$ cat src/rtl/bitcmp_pkg.sv
package bitcmp_pkg;
  localparam int unsigned WORD_W = 16;
  localparam int unsigned HALF_W = WORD_W / 2;

  typedef enum logic [1:0] {
    OP_AND = 2'b00,
    OP_OR  = 2'b01,
    OP_XOR = 2'b10,
    OP_RSV = 2'b11
  } op_e;

  // one column's logic between its driven input bit and its stored bit
  function automatic logic col_op(op_e op, logic in_bit, logic mem_bit);
    logic y;
    case (op)
      OP_AND:  y = in_bit & mem_bit;
      OP_OR:   y = in_bit | mem_bit;
      OP_XOR:  y = in_bit ^ mem_bit;
      default: y = 1'b0;
    endcase
    return y;
  endfunction

  // value latched for a compute: zero when it cannot be served
  function automatic logic [WORD_W-1:0] finish_word(logic ok, logic inv,
                                                    logic [WORD_W-1:0] raw);
    logic [WORD_W-1:0] y;
    if (!ok)      y = '0;
    else if (inv) y = ~raw;
    else          y = raw;
    return y;
  endfunction
endpackage

$ cat src/rtl/bitcmp_input_map.sv
module bitcmp_input_map
  import bitcmp_pkg::*;
(
  input  logic [1:0]        vin_i,
  output logic [WORD_W-1:0] line_o
);
  // upper half of the columns is fed by vin_i[0], lower half by vin_i[1]
  for (genvar c = 0; c < WORD_W; c++) begin : g_col
    if (c >= HALF_W) begin : g_hi
      assign line_o[c] = vin_i[0];
    end else begin : g_lo
      assign line_o[c] = vin_i[1];
    end
  end
endmodule

$ cat src/rtl/bitcmp_lpu.sv
module bitcmp_lpu
  import bitcmp_pkg::*;
(
  input  op_e               op_i,
  input  logic [WORD_W-1:0] line_i,
  input  logic [WORD_W-1:0] word_i,
  output logic [WORD_W-1:0] y_o
);
  for (genvar c = 0; c < WORD_W; c++) begin : g_unit
    assign y_o[c] = col_op(op_i, line_i[c], word_i[c]);
  end
endmodule

$ cat src/rtl/bitcmp_block.sv
module bitcmp_block
  import bitcmp_pkg::*;
#(
  parameter int unsigned ROWS  = 16,
  parameter int unsigned ROW_W = 4
) (
  input  logic              clk_i,
  input  logic              rst_ni,
  input  logic              we_i,
  input  logic              drive_i,
  input  logic [ROW_W-1:0]  row_i,
  input  logic [WORD_W-1:0] wdata_i,
  input  logic [WORD_W-1:0] line_i,
  input  op_e               op_i,
  output logic [WORD_W-1:0] bl_o,
  output logic [WORD_W-1:0] cl_o
);
  logic [WORD_W-1:0] cells [ROWS];
  logic [WORD_W-1:0] picked;
  logic [WORD_W-1:0] lpu_y;
  logic              row_ok;

  assign row_ok = (32'(row_i) < ROWS);

  always_ff @(posedge clk_i) begin
    if (!rst_ni) begin
      for (int r = 0; r < ROWS; r++) cells[r] <= '0;
    end else if (we_i && row_ok) begin
      cells[row_i] <= wdata_i;
    end
  end

  assign picked = row_ok ? cells[row_i] : '0;

  bitcmp_lpu lpu_i (
    .op_i   (op_i),
    .line_i (line_i),
    .word_i (picked),
    .y_o    (lpu_y)
  );

  // a block puts data on the shared lines only while it is driving
  assign bl_o = drive_i ? picked : '0;
  assign cl_o = drive_i ? lpu_y  : '0;
endmodule

$ cat src/rtl/bitcmp_sense.sv
module bitcmp_sense
  import bitcmp_pkg::*;
(
  input  logic              clk_i,
  input  logic              rst_ni,
  input  logic              rd_fire_i,
  input  logic              cmp_fire_i,
  input  logic              cmp_ok_i,
  input  logic              inv_i,
  input  logic [WORD_W-1:0] bl_i,
  input  logic [WORD_W-1:0] cl_i,
  output logic [WORD_W-1:0] rdata_o,
  output logic [WORD_W-1:0] res_o,
  output logic              err_o
);
  always_ff @(posedge clk_i) begin
    if (!rst_ni) begin
      rdata_o <= '0;
      res_o   <= '0;
      err_o   <= 1'b0;
    end else begin
      if (rd_fire_i) rdata_o <= bl_i;
      if (cmp_fire_i) begin
        res_o <= finish_word(cmp_ok_i, inv_i, cl_i);
        err_o <= !cmp_ok_i;
      end
    end
  end
endmodule

$ cat src/rtl/bitcmp_compartment.sv
module bitcmp_compartment
  import bitcmp_pkg::*;
#(
  parameter int unsigned N_BLOCKS = 4,
  parameter int unsigned ROWS     = 16,
  parameter int unsigned SEL_W    = $clog2(N_BLOCKS) + 1,
  parameter int unsigned ROW_W    = (ROWS > 1) ? $clog2(ROWS) : 1
) (
  input  logic              clk_i,
  input  logic              rst_ni,
  input  logic              wr_en_i,
  input  logic              rd_en_i,
  input  logic              cmp_en_i,
  input  logic [SEL_W-1:0]  blk_sel_i,
  input  logic [ROW_W-1:0]  row_i,
  input  logic [15:0]       wdata_i,
  input  logic [1:0]        vin_i,
  input  logic [1:0]        op_i,
  input  logic              inv_i,
  output logic [15:0]       rdata_o,
  output logic [15:0]       res_o,
  output logic              err_o
);
  op_e                op;
  logic               blk_ok;
  logic               op_ok;
  logic               rd_fire;
  logic               cmp_fire;
  logic [N_BLOCKS-1:0] blk_drive;
  logic [N_BLOCKS-1:0] blk_we;
  logic [WORD_W-1:0]  in_lines;
  logic [WORD_W-1:0]  bl_w [N_BLOCKS];
  logic [WORD_W-1:0]  cl_w [N_BLOCKS];
  logic [WORD_W-1:0]  bl_bus;
  logic [WORD_W-1:0]  cl_bus;

  assign op     = op_e'(op_i);
  assign blk_ok = (32'(blk_sel_i) < N_BLOCKS);
  assign op_ok  = (op != OP_RSV);

  // priority: write, then read, then compute
  assign rd_fire  = rd_en_i && !wr_en_i;
  assign cmp_fire = cmp_en_i && !wr_en_i && !rd_en_i;

  bitcmp_input_map map_i (
    .vin_i  (vin_i),
    .line_o (in_lines)
  );

  for (genvar b = 0; b < N_BLOCKS; b++) begin : g_blk
    assign blk_we[b]    = wr_en_i && (blk_sel_i == SEL_W'(b));
    assign blk_drive[b] = (rd_fire || cmp_fire) && (blk_sel_i == SEL_W'(b));

    bitcmp_block #(
      .ROWS  (ROWS),
      .ROW_W (ROW_W)
    ) blk_i (
      .clk_i   (clk_i),
      .rst_ni  (rst_ni),
      .we_i    (blk_we[b]),
      .drive_i (blk_drive[b]),
      .row_i   (row_i),
      .wdata_i (wdata_i),
      .line_i  (in_lines),
      .op_i    (op),
      .bl_o    (bl_w[b]),
      .cl_o    (cl_w[b])
    );
  end

  // shared lines: wired-OR of the gated block outputs
  always_comb begin
    bl_bus = '0;
    cl_bus = '0;
    for (int b = 0; b < N_BLOCKS; b++) begin
      bl_bus = bl_bus | bl_w[b];
      cl_bus = cl_bus | cl_w[b];
    end
  end

  bitcmp_sense sense_i (
    .clk_i      (clk_i),
    .rst_ni     (rst_ni),
    .rd_fire_i  (rd_fire),
    .cmp_fire_i (cmp_fire),
    .cmp_ok_i   (blk_ok && op_ok),
    .inv_i      (inv_i),
    .bl_i       (bl_bus),
    .cl_i       (cl_bus),
    .rdata_o    (rdata_o),
    .res_o      (res_o),
    .err_o      (err_o)
  );
endmodule

$ cat config.mk
export PLATFORM = sky130hd
export DESIGN_NAME = bitcmp_compartment
export DESIGN_NICKNAME = d
export VERILOG_FILES = /design/src/rtl/bitcmp_pkg.sv /design/src/rtl/bitcmp_input_map.sv /design/src/rtl/bitcmp_lpu.sv /design/src/rtl/bitcmp_block.sv /design/src/rtl/bitcmp_sense.sv /design/src/rtl/bitcmp_compartment.sv
export SDC_FILE = /design/constraint.sdc
export NUM_CORES = 2
export LEC_CHECK = 0
export BUFFER_PORTS_ARGS = -buffer_cell sky130_fd_sc_hd__buf_2
export CAP_MARGIN = 30
export CORE_UTILIZATION = 50
export CTS_BUF_LIST = sky130_fd_sc_hd__clkbuf_4 sky130_fd_sc_hd__clkbuf_8
export DETAILED_ROUTE_END_ITERATION = 16
export GPL_ROUTABILITY_DRIVEN = 0
export HOLD_SLACK_MARGIN = 0.05
export PLACE_DENSITY = 0.66
export SLEW_MARGIN = 25
export SYNTH_ARGS = -nofsm -noshare
export SYNTH_HDL_FRONTEND = slang
export SYNTH_SLANG_ARGS = --single-unit
$ cat constraint.sdc
create_clock -name clk_i -period 8.6 [get_ports clk_i]
set_input_delay 0.86 -clock clk_i [delete_from_list [all_inputs] [get_ports clk_i]]
set_output_delay 0.86 -clock clk_i [all_outputs]
set_load 0.05 [all_outputs]
# Yosys cells after proc, flatten, opt, wreduce, memory -nomap -nowiden
# Memory sizes are Yosys's and may differ from the RTL's.
# Cells that the tools add are included.
[op_classes] magnitude_cmp=1 n_eq_ne=6 mux=99 bitwise_logic=199 n_reduce_logical=22
[ops] cell="$mux W16" count=14
[ops] cell="$pmux W1 S3" count=64
[ops] cell="$or A16 B16 Y16" count=6
[ops] cell="$and A1 B1 Y1" count=64
[ops] cell="$or A1 B1 Y1" count=64
[ops] cell="$reduce_or A16 Y1" count=4
[ops] cell="$xor A1 B1 Y1" count=64
[ops] cell="$mux W1" count=17
[ops] cell="$mux W4" count=4
[ops] cell="$not A16 Y16" count=1
[ops] cell="$logic_and A1 B1 Y1" count=12
[ops] cell="$eq A3 B2 Y1 const B" count=2
[ops] cell="$eq A3 B1 Y1 const B" count=1
[ops] cell="$logic_not A1 Y1" count=3
[ops] cell="$logic_not A3 Y1" count=1
[ops] cell="$lt A3 B3 Y1 const B" count=1
[ops] cell="$eq A2 B1 Y1 const B" count=1
[ops] cell="$eq A2 B2 Y1 const B" count=1
[ops] cell="$logic_not A2 Y1" count=1
[ops] cell="$ne A2 B2 Y1 const B" count=1
[ops] cell="$logic_or A1 B1 Y1" count=1
[word_totals] ff_bits=33 ram_bits=1024 output_inout_bits=33 mem_count=4
[mem_list] memory="g_blk[0].blk_i.cells" words=16 word_bits=16 read_ports=1 rd_clocked_by_memory_dff=0 wr=16 line_no="bitcmp_block.sv:18" rtl="logic [WORD_W-1:0] cells [ROWS];"
[mem_list] memory="g_blk[1].blk_i.cells" words=16 word_bits=16 read_ports=1 rd_clocked_by_memory_dff=0 wr=16 line_no="bitcmp_block.sv:18"
[mem_list] memory="g_blk[2].blk_i.cells" words=16 word_bits=16 read_ports=1 rd_clocked_by_memory_dff=0 wr=16 line_no="bitcmp_block.sv:18"
[mem_list] memory="g_blk[3].blk_i.cells" words=16 word_bits=16 read_ports=1 rd_clocked_by_memory_dff=0 wr=16 line_no="bitcmp_block.sv:18"

# Longest topological paths before layout
[depth] word_depth=12 ltp_mapped=16 ltp_nobuf=11

# Hierarchy
# Synthesis repeated with hierarchy kept, for this count alone.
[hier_totals] hier_cells=3637 area_unflattened_um2=53839.1
[modules_own_cells] module="bitcmp_block (g_blk[2].blk_i ...)" instances=2 cells_each=759 area_per_inst_um2=12075.3
[modules_own_cells] module="bitcmp_block (g_blk[1].blk_i)" instances=1 cells_each=759 area_per_inst_um2=12100.4
[modules_own_cells] module="bitcmp_block (g_blk[0].blk_i)" instances=1 cells_each=759 area_per_inst_um2=12080.3
[modules_own_cells] module="bitcmp_lpu" instances=4 cells_each=103 area_per_inst_um2=920.9
[modules_own_cells] module="bitcmp_sense" instances=1 cells_each=125 area_per_inst_um2=1358.8
[modules_own_cells] module="bitcmp_compartment" instances=1 cells_each=48 area_per_inst_um2=345.3
[modules_own_cells] module="bitcmp_input_map" instances=1 cells_each=16 area_per_inst_um2=120.1

# Worst setup path after synthesis
# Ideal clock, no wire load.
[synth_path] path_kind="input port to flip-flop" from="in row_i[0]" to="reg sense_i.res_o[7]" arrival_time_ps=3354 slack_ps=5112 cell_stages=14 n_path_buf=4 path_cell_list="buf_2 -> buf_6 -> buf_4 -> buf_2 -> mux4_2 -> a22oi_1 -> nand2_1 -> inv_1 -> ha_1 -> mux2i_1 -> o22ai_1 -> a22o_1 -> o211ai_1 -> o211ai_1"
[synth_between] elab_chain_len=10 elab_cells_between_ends=30 classes_between="mux: 10; bitwise: 16; memory: 4"
[synth_lines] element="start, declared" line_no="bitcmp_compartment.sv:15" rtl="input logic [ROW_W-1:0] row_i,"
[synth_lines] element="$mem_v2 Z16 W16"
[synth_lines] element="$xor A1 B1 Y1, or another cell as far along" line_no="bitcmp_pkg.sv:18" rtl="OP_XOR: y = in_bit ^ mem_bit;"
[synth_lines] element="$pmux W1 S3" line_no="bitcmp_pkg.sv:15" rtl="case (op)"
[synth_lines] element="$mux W16" line_no="bitcmp_block.sv:44" rtl="assign cl_o = drive_i ? lpu_y : '0;"
[synth_lines] element="$or A16 B16 Y16 (2 in a row)" line_no="bitcmp_compartment.sv:77" rtl="cl_bus = cl_bus | cl_w[b];"
[synth_lines] element="$or A16 B16 Y16 (*)" line_no="bitcmp_compartment.sv:77"
[synth_lines] element="$not A16 Y16" line_no="bitcmp_pkg.sv:29" rtl="else if (inv) y = ~raw;"
[synth_lines] element="$mux W16 (*)" line_no="bitcmp_pkg.sv:29"
[synth_lines] element="$mux W16 (*)" line_no="bitcmp_pkg.sv:28" rtl="if (!ok) y = '0;"
[synth_lines] element="end signal, assigned" line_no="bitcmp_sense.sv:24" rtl="res_o <= finish_word(cmp_ok_i, inv_i, cl_i);"
[synth_lines] element="end, declared" line_no="bitcmp_sense.sv:13" rtl="output logic [WORD_W-1:0] res_o,"
# Mark *: on every way between the ends. The rest lies on a longest branch, timed or not.
# A chain may end at the register's enable or synchronous reset.

# Worst setup path in the final report
[layout_path] from="in row_i[0]" to="reg sense_i.res_o[11]"
# Same word-level chain as after synthesis.

==> impl_metrics.toml <==
[run_status]
status = "completed"

[synthesis]
synthCells = 3732
ys_warn_count = 0
synthDistinctLibCells = 53
ys.flop_type = "edfxtp_1"
syn_nets = 3893
synth_top_area_share_pct = 58.9
syn_area_per_cell_sq_um = 14.0
synth.largest_area_cell = "edfxtp_1"
syn_area_sq_um = 52200
synth_commonest_cells = "1025 x and2_1, 1024 x edfxtp_1, 256 x clkbuf_1, 247 x mux4_2, 177 x nand2_1"
yosysMostFrequentCell = "and2_1"
yosysSeqAreaShare_pct = 60.1
synthArstFlopShare_pct = 0
ys_seq_elements = 1057
synthTopCellsByArea = "edfxtp_1 59%, and2_1 12%, mux4_2 11%"
synth_edf_count = 1024

[clock_tree]
cts_inserted_buffers = 176
clkLatencyLatePin_ps = 840
cts_hold_buf = 0
cts_tree = "yes"
ctsResizeCount = 0
cts_root_buf = "clkbuf_8"
postCtsSetupBuffers = 0
numClockSinks = 1057
cts-htree-levels = 4
clk_path_buf_depth = 3
path_clk_slew_ps = 60

[timing]
skew_ps = 38.2
tightestPinTransition_ps = 1020
layout_setup_ws_ps = 4520
setup_viol = 0
clock.fmax_ghz = 0.245
min_period_ps = 4080
drv_slew = 0
relSlewSlack_pct = 31.5
hold_violations = 0
fin_crit_sh_pct = 47.5
setup_tns_ps = 0
rsz0062_at_grt = "no"

[final_layout]
fillers = 8361
seq_area_sq_um = 31400
multi_input_comb_area_sq_um = 19300
final_cells = 5293
stdcell_area_sq_um = 57500
area_growth_pct = 10.1
final_nets = 3931
drive_gt1_share_pct = 20.9

[setup_path]
criticalPathCategory = "in2reg"
crit_slowest_cell = "buf_8"
required_ps = 9320
startpoint = "row_i[0]"
end_kind = "flop"
critPathArrivalTime_ps = 4800
crit_top_cell = "o211ai_1"
r2r-start = "g_blk[2].blk_i.cells[15][2]"
cp_max_fo = 78
critical-path-max-stage-delay_ps = 650
worst-path-buf-inv = 3
r2r_slack_ps = 5550
crit_chain = "buf_8 > buf_12 > mux4_2 > a22oi_1 > nand2_1 > inv_1 > ha_1 > mux2i_1 > o22ai_1 > a22o_1 > o211ai_1 > o211ai_1"
crit_path_start_kind = "primary input"
path_delay_family = "buffers and inverters"

[global_route]
antenna_found_initial = 10
overflow = 0
grt_max_degree = 113
grt.total_usage_pct = 28.1
grt_pass1_wl_mm = 215
grt_pass1_vias = 31100

[power_and_ir_drop]
internal-power_uw = 8610
p_seq_share_pct = 51.8
power_frac_clock_pct = 38.0
leakagePower_uw = 0.0206
p_comb_share_pct = 10.2
powerDensity_nw_per_um2 = 200
ir_drop_uv = 124
total_power_uw = 11500
p_sw_share_pct = 25.2
switchingPower_uw = 2900

[floorplan]
io_pins = 66
core_area_sq_um = 103000
rows = 118
initial_core_util_pct = 50.5
die_h_um = 325
die_w_um = 325
die_area_sq_um = 106000

[placement]
io_buffers = 65
place_ws_ps = 3690
place_area_sq_um = 54000
dp.final_hpwl_mm = 90.9
placedCellCount = 4970

[hold_path]
hp-start = "rd_en_i"
hold_path_class = "in2reg"

[routing]
dr.pass1.iters = 6
wl_per_cell_um = 28.1
viasPerCell = 6.02
remaining_drc_errors = 0
vias = 31900
initialDrtViolationCount = 3709
ant_nets = 0
routed_wl_mm = 149

[flow_run]
drv_cap = 0
[state kept, by name (all words and copies together), names as in the netlist]
register and count:
g_blk.blk_i.cells 1024, sense_i.err_o 1, sense_i.rdata_o 16, sense_i.res_o 16
[final timing paths]
path,to,cells after the start
setup / recovery,sense_i.res_o[11],12
hold reg to reg,sense_i.res_o[4],2
setup reg to reg,sense_i.res_o[2],10
hold / removal,sense_i.err_o,3
[tightest hold or removal path, delay by kind of cell]
kind	cells	cell delay, ps
compound gates	1	210
simple gates	1	100
buf+inv	1	120
[cell usage in the layout, fill, tap and decap left out, drive strengths merged, types with 60 or more instances in the layout]
cell type and count:
clkbuf 247, o21ai 120, mux4 247, clkinv 60, mux2i 71, inv 63
nand2 178, buf 204, and2 1026, o22ai 71, nor2 79, ha 128
edfxtp 1024
[metal layers]
metal / GRT usage [%] / vias to the layer above / wire length (um) / share of wire (%)
li1: - / 13800 / - / -
met1: 39.0 / 16300 / 60100 / 40
met2: 44.2 / 1506 / 70000 / 47
met3: 5.46 / 257 / 13100 / 8.8
met4: 10.7 / 4 / 5390 / 3.6
met5: 0 / - / 29 / 0.020
[power by group through the flow]
stage | Sequential, uW | Combinational (uW) | Clock [uW]
floorplan | 6070 | 714 | 0
global placement | 6060 | 1140 | 0
CTS | 5970 | 1170 | 4420
finish | 5970 | 1180 | 4370
global route | 5990 | 1240 | 4630
detailed placement | 6080 | 1160 | 0
[through the flow]
step	hold WS [ps]	utilization, %
CTS	411	55.5
detailed placement	492	52.2
finish	493	55.5
global route	471	55.5
floorplan	692	-
global placement	482	51.9
[cell type report]
type	instances	area share, %
diodes	2	0.00871
well taps	1380	3.00
clock inverters	73	0.753
flip-flops and latches	1057	54.6
repair buffers	205	2.57
multi-input cells	2274	33.5
clock buffers	246	5.15
inverters	56	0.366
[kinds of logic (layout without fill, tap and decap cells)]
logic type | count (synthesis) | in the layout | synth area share [%]
AND/OR/NAND/NOR | 1366 | 1366 | 15.2
flip-flops | 1057 | 1057 | 60.1
AO/OA/AOI/OAI | 427 | 427 | 5.52
buffers and inverters | 401 | 580 | 3.28
multiplexers | 353 | 353 | 12.8
adder cells (fa/ha/maj) | 128 | 128 | 3.07
other | 0 | 2 | 0
(Power assumes the default switching activity.)
